## src/rtl/i2c_arb_pkg.sv

```systemverilog
package i2c_arb_pkg;
    typedef enum logic [1:0] {
        PH_IDLE,
        PH_LOW,
        PH_WAIT,
        PH_HIGH
    } phase_e;

    typedef struct packed {
        logic active;
        logic lost;
        logic strobe;
    } ctl_t;
endpackage

```

## src/rtl/i2c_arb_sync.sv

```systemverilog
module i2c_arb_sync #(
    parameter int W      = 2,
    parameter int STAGES = 2
) (
    input  logic         clk,
    input  logic         rst_n,
    input  logic [W-1:0] d,
    output logic [W-1:0] q
);
    for (genvar i = 0; i < W; i++) begin : g_bit
        logic [STAGES-1:0] sh_q;
        logic [STAGES-1:0] sh_d;
        always_comb sh_d = {sh_q[STAGES-2:0], d[i]};
        always_ff @(posedge clk or negedge rst_n) begin
            if (!rst_n) sh_q <= '1;
            else        sh_q <= sh_d;
        end
        assign q[i] = sh_q[STAGES-1];
    end
endmodule

```

## src/rtl/i2c_arb_sclgen.sv

```systemverilog
module i2c_arb_sclgen
    import i2c_arb_pkg::*;
#(
    parameter int DIV_W = 8
) (
    input  logic             clk,
    input  logic             rst_n,
    input  logic             run,
    input  logic             scl_s,
    input  logic [DIV_W-1:0] half_period,
    input  logic [DIV_W-1:0] sample_dly,
    output logic             scl_drive,
    output logic             sample_pt
);
    typedef struct packed {
        phase_e           ph;
        logic [DIV_W-1:0] cnt;
    } gen_t;

    gen_t             st_q, st_d;
    logic [DIV_W-1:0] last_cnt;

    assign last_cnt = half_period - 1'b1;

    always_comb begin
        st_d = st_q;
        unique case (st_q.ph)
            PH_IDLE: begin
                st_d.ph  = PH_WAIT;
                st_d.cnt = '0;
            end
            PH_LOW: begin
                if (st_q.cnt == last_cnt) begin
                    st_d.ph  = PH_WAIT;
                    st_d.cnt = '0;
                end else begin
                    st_d.cnt = st_q.cnt + 1'b1;
                end
            end
            PH_WAIT: begin
                if (scl_s) begin
                    st_d.ph  = PH_HIGH;
                    st_d.cnt = '0;
                end
            end
            PH_HIGH: begin
                if (!scl_s || st_q.cnt == last_cnt) begin
                    st_d.ph  = PH_LOW;
                    st_d.cnt = '0;
                end else begin
                    st_d.cnt = st_q.cnt + 1'b1;
                end
            end
            default: st_d = '{ph: PH_IDLE, cnt: '0};
        endcase
        if (!run) begin
            st_d.ph  = PH_IDLE;
            st_d.cnt = '0;
        end
    end

    always_ff @(posedge clk or negedge rst_n) begin
        if (!rst_n) st_q <= '{ph: PH_IDLE, cnt: '0};
        else        st_q <= st_d;
    end

    assign scl_drive = (st_q.ph == PH_LOW);
    assign sample_pt = (st_q.ph == PH_HIGH) && scl_s && (st_q.cnt == sample_dly);
endmodule

```

## src/rtl/i2c_arb_unit.sv

```systemverilog
module i2c_arb_unit
    import i2c_arb_pkg::*;
#(
    parameter int DIV_W     = 8,
    parameter int SYNC_STGS = 2
) (
    input  logic             clk,
    input  logic             rst_n,
    input  logic             scl_in,
    input  logic             sda_in,
    input  logic             start_req,
    input  logic             done_req,
    input  logic             sda_tx,
    input  logic             lost_clr,
    input  logic [DIV_W-1:0] half_period,
    input  logic [DIV_W-1:0] sample_dly,
    output logic             scl_oe,
    output logic             sda_oe,
    output logic             busy,
    output logic             arb_lost,
    output logic             to_slave
);
    localparam int BUS_W = 2;

    logic [BUS_W-1:0] bus_s;
    logic             scl_s, sda_s;
    logic             scl_drive, sample_pt;
    logic             lose;
    ctl_t             ctl_q, ctl_d;

    i2c_arb_sync #(.W(BUS_W), .STAGES(SYNC_STGS)) u_sync (
        .clk   (clk),
        .rst_n (rst_n),
        .d     ({scl_in, sda_in}),
        .q     (bus_s)
    );
    assign scl_s = bus_s[1];
    assign sda_s = bus_s[0];

    i2c_arb_sclgen #(.DIV_W(DIV_W)) u_gen (
        .clk         (clk),
        .rst_n       (rst_n),
        .run         (ctl_q.active),
        .scl_s       (scl_s),
        .half_period (half_period),
        .sample_dly  (sample_dly),
        .scl_drive   (scl_drive),
        .sample_pt   (sample_pt)
    );

    // a released SDA that reads back low at the sample point means another master won
    assign lose = ctl_q.active && sample_pt && sda_tx && !sda_s;

    always_comb begin
        ctl_d        = ctl_q;
        ctl_d.strobe = 1'b0;
        if (start_req && !ctl_q.lost && !ctl_q.active) ctl_d.active = 1'b1;
        if (done_req)                                  ctl_d.active = 1'b0;
        if (lost_clr)                                  ctl_d.lost   = 1'b0;
        if (lose) begin
            ctl_d.active = 1'b0;
            ctl_d.lost   = 1'b1;
            ctl_d.strobe = 1'b1;
        end
    end

    always_ff @(posedge clk or negedge rst_n) begin
        if (!rst_n) ctl_q <= '0;
        else        ctl_q <= ctl_d;
    end

    assign scl_oe   = ctl_q.active && scl_drive;
    assign sda_oe   = ctl_q.active && !sda_tx;
    assign busy     = ctl_q.active;
    assign arb_lost = ctl_q.lost;
    assign to_slave = ctl_q.strobe;
endmodule

```

## config.mk

```make
export PLATFORM = sky130hd
export DESIGN_NAME = i2c_arb_unit
export DESIGN_NICKNAME = d
export VERILOG_FILES = /design/src/rtl/i2c_arb_pkg.sv /design/src/rtl/i2c_arb_sync.sv /design/src/rtl/i2c_arb_sclgen.sv /design/src/rtl/i2c_arb_unit.sv
export SDC_FILE = /design/constraint.sdc
export NUM_CORES = 1
export LEC_CHECK = 0
export ABC_CLOCK_PERIOD_IN_PS = 1610
export BUFFER_PORTS_ARGS = -buffer_cell sky130_fd_sc_hd__buf_2
export CORE_UTILIZATION = 47
export CTS_CLUSTER_DIAMETER = 40
export CTS_CLUSTER_SIZE = 16
export DETAILED_ROUTE_END_ITERATION = 10
export PLACE_DENSITY = 0.82
export SYNTH_ARGS = -nofsm -noshare
export SYNTH_HDL_FRONTEND = slang
export SYNTH_SLANG_ARGS = --single-unit
```

## constraint.sdc

```tcl
create_clock -name clk -period 1.61 [get_ports clk]
set_input_delay 0.161 -clock clk [delete_from_list [all_inputs] [get_ports clk]]
set_output_delay 0.161 -clock clk [all_outputs]
set_load 0.05 [all_outputs]
```

==> flow_summary.rst <==
.. list-table::
   :header-rows: 1

   * - Metric
     - Value
   * - Number of clock sinks seen by CTS
     - 17
   * - Setup repair after global routing missed its margin
     - yes
   * - Combinational family with the most area after synthesis
     - simple AND/OR/NAND/NOR gates
   * - Post-synthesis xor/xnor area fraction
     - 14.02%
   * - Critical path peak fanout
     - 6
   * - Worst-Skew Late Latency
     - 300 ps
   * - Number of antenna violations at the first check in global routing
     - 0
   * - Minimum setup slack in the final design
     - -288.7 ps
   * - Commonest cells post-synth
     - 15 x sky130_fd_sc_hd__xnor2_1, 13 x sky130_fd_sc_hd__dfrtp_1, 11 x sky130_fd_sc_hd__nand2_1
   * - Switch share
     - 28.22%
   * - Slew at the pin closest to its max-slew limit
     - 381.2 ps
   * - Pins over their slew limit
     - 0
   * - Maximum capacitance violations
     - 0
   * - Maximum number of pins on one net before global-route repair
     - 18
   * - Final Skew
     - 1.056 ps
   * - Reported net switching power
     - 0.0002476 W
   * - DRC marker count from the first detailed-route iteration
     - 20
   * - Number of remaining DRC errors
     - 0
   * - Final wirelength
     - 2798 um
   * - Cell accounting for the most synthesized area
     - sky130_fd_sc_hd__dfrtp_1
   * - Combinational cell fraction of total power
     - 21.9%
   * - Remaining global-route overflow
     - 0
   * - Clock period minus final worst setup slack
     - 1899 ps
   * - Cells on worst reg2reg path
     - 7
   * - Layout fillers
     - 173
   * - Worst vdd ir
     - 0.0004623 V
   * - Post-route clock period utilization
     - 117.9%
   * - Capturing point of the worst reg2reg path
     - u_gen.st_q[6]
   * - Top Family by Delay on Critical Path
     - compound AO/OA/AOI/OAI gates
   * - Multi-input gate area
     - 721.9 sq um
   * - Post-route ant nets
     - 0
   * - Total of warnings raised by yosys
     - 0
   * - Count of placed standard cells including taps
     - 186
   * - Post-synthesis instance total
     - 115
   * - Violated checks
     - setup timing
   * - Cts bufs inserted
     - 3
   * - PortBufs
     - 28
   * - Number of optimization iterations in the first detailed-route pass
     - 4
   * - Cell-by-cell listing of the critical path
     - xor2_2, o211a_1, a211o_1, a41oi_4, buf_6, nand3_2, o311ai_1
   * - Max stage delay on crit path
     - 440 ps
   * - Fraction of layout instances using a drive strength above 1
     - 46.78%
   * - Reg-to-reg startpoint
     - u_gen.st_q[4]
   * - H-tree level count
     - 1
   * - Critical path's slowest cell
     - sky130_fd_sc_hd__dfrtp_1
   * - Lkg Pwr
     - 0.7699 nW
   * - Synthesized-area fraction occupied by adder cells
     - 2.225%
   * - Post-synthesis sequential area ratio
     - 38.26%
   * - Simple-gate share of the synthesized area
     - 24.81%
   * - Worst setup EP type
     - flop
   * - Die outline width
     - 50.92 um
   * - Top-level I/O count
     - 29
   * - Path type of the worst setup path
     - flop to flop
   * - Synthesis-to-finish area growth
     - 43.49%
   * - Die footprint
     - 2593 sq um
   * - Cell with the most instances after synthesis
     - sky130_fd_sc_hd__xnor2_1
   * - Final number of hold-violating endpoints
     - 0
   * - Async set-reset flop share out of synthesis
     - 100.0%
   * - Fraction of the mapped netlist area in compound gates
     - 15.35%
   * - Share of power burned in the clock network
     - 26.6%
   * - Crit path from
     - u_gen.st_q[4]
   * - Global-route wire length before repair
     - 4374 um
   * - Rel. slew slack
     - 74.59%
   * - Placed wire-length estimate
     - 2080 um
   * - Synthesized net count
     - 141
   * - Initial cell density of the core
     - 50.36%
   * - Die span in y
     - 50.92 um
   * - Class of the worst hold path
     - primary input to flop
   * - Most used DFF post-synth
     - sky130_fd_sc_hd__dfrtp_1
   * - Critical path buffers and inverters
     - 1
   * - Core outline area
     - 2233 sq um
   * - Cell variety after synth
     - 36
   * - Critical Path Sink
     - u_gen.st_q[6]
   * - Final weighted congestion in routability-driven placement
     - 0.8073
   * - Reg-to-reg setup timing slack
     - -290 ps
   * - Number of global-route vias before repair
     - 1008
   * - Number of standard cells in the layout, taps in and fillers out
     - 199
   * - Result of the run
     - complete, but fails checks
   * - Max clock buf depth
     - 2
   * - Finish-stage setup viols
     - 10
   * - Maximum achievable frequency
     - 526.7 MHz
   * - Area of all sequential standard cells
     - 431.7 sq um
   * - Number of cells on the critical path
     - 7
   * - Number of diodes
     - 0
   * - Vias per inst
     - 5.372
   * - Layout Nets
     - 198
   * - Cell Pwr Density
     - 543.5 nW/um^2
   * - Mux share of post-synthesis cell area
     - 1.891%
   * - Number of enable-type register cells in the synthesized netlist
     - 0
   * - Startpoint Class
     - flop
   * - CTS tree
     - yes
   * - Overall fraction of global-route tracks in use
     - 23.49%
   * - Syn Area/Cell
     - 9.781 sq um
   * - Worst Path Arrival
     - 2100 ps
   * - Number of placement rows
     - 17
   * - Internal power component
     - 0.0006297 W
   * - Average wire per standard cell
     - 14.06 um
   * - Cell at the root of the clock tree
     - sky130_fd_sc_hd__clkbuf_4
   * - Share of the synthesized area in the top cell type
     - 28.92%
   * - Clock-pin slew on the worst setup and hold paths
     - 100 ps
   * - Required time at the endpoint of the critical path
     - 1820 ps
   * - Register bit total from synthesis
     - 17
   * - Cell area after technology mapping
     - 1125 sq um
   * - Setup slack at placement
     - -380.4 ps
   * - Dominant cells by area after synthesis
     - sky130_fd_sc_hd__dfrtp_1 29%, sky130_fd_sc_hd__xnor2_1 12%, sky130_fd_sc_hd__dfstp_2 9.3%, sky130_fd_sc_hd__nand2_1 3.7%, sky130_fd_sc_hd__nand4_1 3.3%
   * - Total via count in the routed design
     - 1069
   * - Seq pwr share
     - 51.6%
-- cell families after synthesis --
| group | Yosys count |
|---|---|
| AOI/OAI and AO/OA | 19 |
| xor gates and xnor gates | 18 |
| adders and majority gates | 2 |
| buffers and inverters | 9 |
| DFF | 17 |
| muxes | 2 |
| and+or+nand+nor | 48 |
-- worst min path at each step --
stage | depth (start not counted) | end | from | slack (ps)
global placement | 1 | u_gen.st_q[8] | rst_n | 90
floorplan | 0 | arb_lost | rst_n | -130
finish | 2 | arb_lost | lost_clr | 30
CTS | 2 | busy | done_req | 7
detailed placement | 1 | u_gen.st_q[8] | rst_n | 100
global route | 2 | arb_lost | lost_clr | 10
-- per-stage QoR --
| stage | hold WS [ps] | TNS (ps) | cell area, sq um | util [%] | total power (W) |
|---|---|---|---|---|---|
| CTS | 7.260 | -2115 | 1559 | 69.80 | 0.0008711 |
| floorplan | -134.6 | -870.5 | 1169 | - | 0.0005487 |
| finish | 30.74 | -2273 | 1614 | 72.27 | 0.0008773 |
| global placement | 92.58 | -2382 | 1458 | 65.27 | 0.0006241 |
| global route | 13.66 | -2979 | 1614 | 72.27 | 0.0009281 |
| detailed placement | 101.7 | -2970 | 1458 | 65.27 | 0.0006328 |
-- timing repair --
item / in CTS / in global routing
endpoints found under the setup margin: 12 / 11
pin swaps: 7 / 5
buffers inserted: 2 / 3
hold buffers: 3 / 1
gates resized for setup: 6 / 6
hold endpoints to repair: 15 / 1
-- per-layer routing --
layer | share of wire, % | global-route usage [%] | vias to the layer above
li1 | - | - | 520
met1 | 40 | 27.43 | 508
met2 | 53 | 42.98 | 34
met3 | 4.0 | 1.786 | 7
met4 | 2.3 | 11.11 | 0
met5 | 0 | 0 | -
-- worst reg2reg max path, cell delays in order, from the launching register on --
cell and delay [ps]:
sky130_fd_sc_hd__dfrtp_1 440, sky130_fd_sc_hd__xor2_2 170, sky130_fd_sc_hd__o211a_1 210, sky130_fd_sc_hd__a211o_1 320, sky130_fd_sc_hd__a41oi_4 360, sky130_fd_sc_hd__buf_6 160, sky130_fd_sc_hd__nand3_2 70, sky130_fd_sc_hd__o311ai_1 80
-- power groups by stage --
stage	combinational [W]	clock [W]	sequential, W
finish	0.000192	0.000233	0.000452
global route	0.000208	0.000266	0.000454
detailed placement	0.000174	0	0.000458
floorplan	0.0000836	0	0.000465
CTS	0.000184	0.000236	0.000452
global placement	0.000166	0	0.000458
-- state kept, by name (all words and copies together) (netlist names) --
| name | cells |
|---|---|
| arb_lost | 1 |
| busy | 1 |
| to_slave | 1 |
| u_gen.st_q | 10 |
| u_sync.g_bit.sh_q | 4 |
-- placed cells by master (no fill, tap or decap), drive strengths merged, types with 2 or more instances in the layout --
cell          n
xor2          3
or2           3
ha            2
buf          53
nand4         7
nor2          5
a22o          3
a21o          2
nand3         5
nand2        11
nor3b         3
o311ai        2
nand2b        3
inv           4
nor3          4
xnor2        15
dlygate4sd3   4
nor2b         4
dfrtp        13
a21oi         3
dfstp         4
clkbuf        3
and3b         2
o21ai         2
-- layout make-up --
type	instances	area share [%]
timing repair buffer	57	23.72
sequential	17	26.74
tap	28	2.171
clock buffer	3	1.395
clock inverter	1	0.3101
multi-input combinational	89	44.73
inverter	4	0.9302
Note: power is estimated with default switching activity, not from simulation.
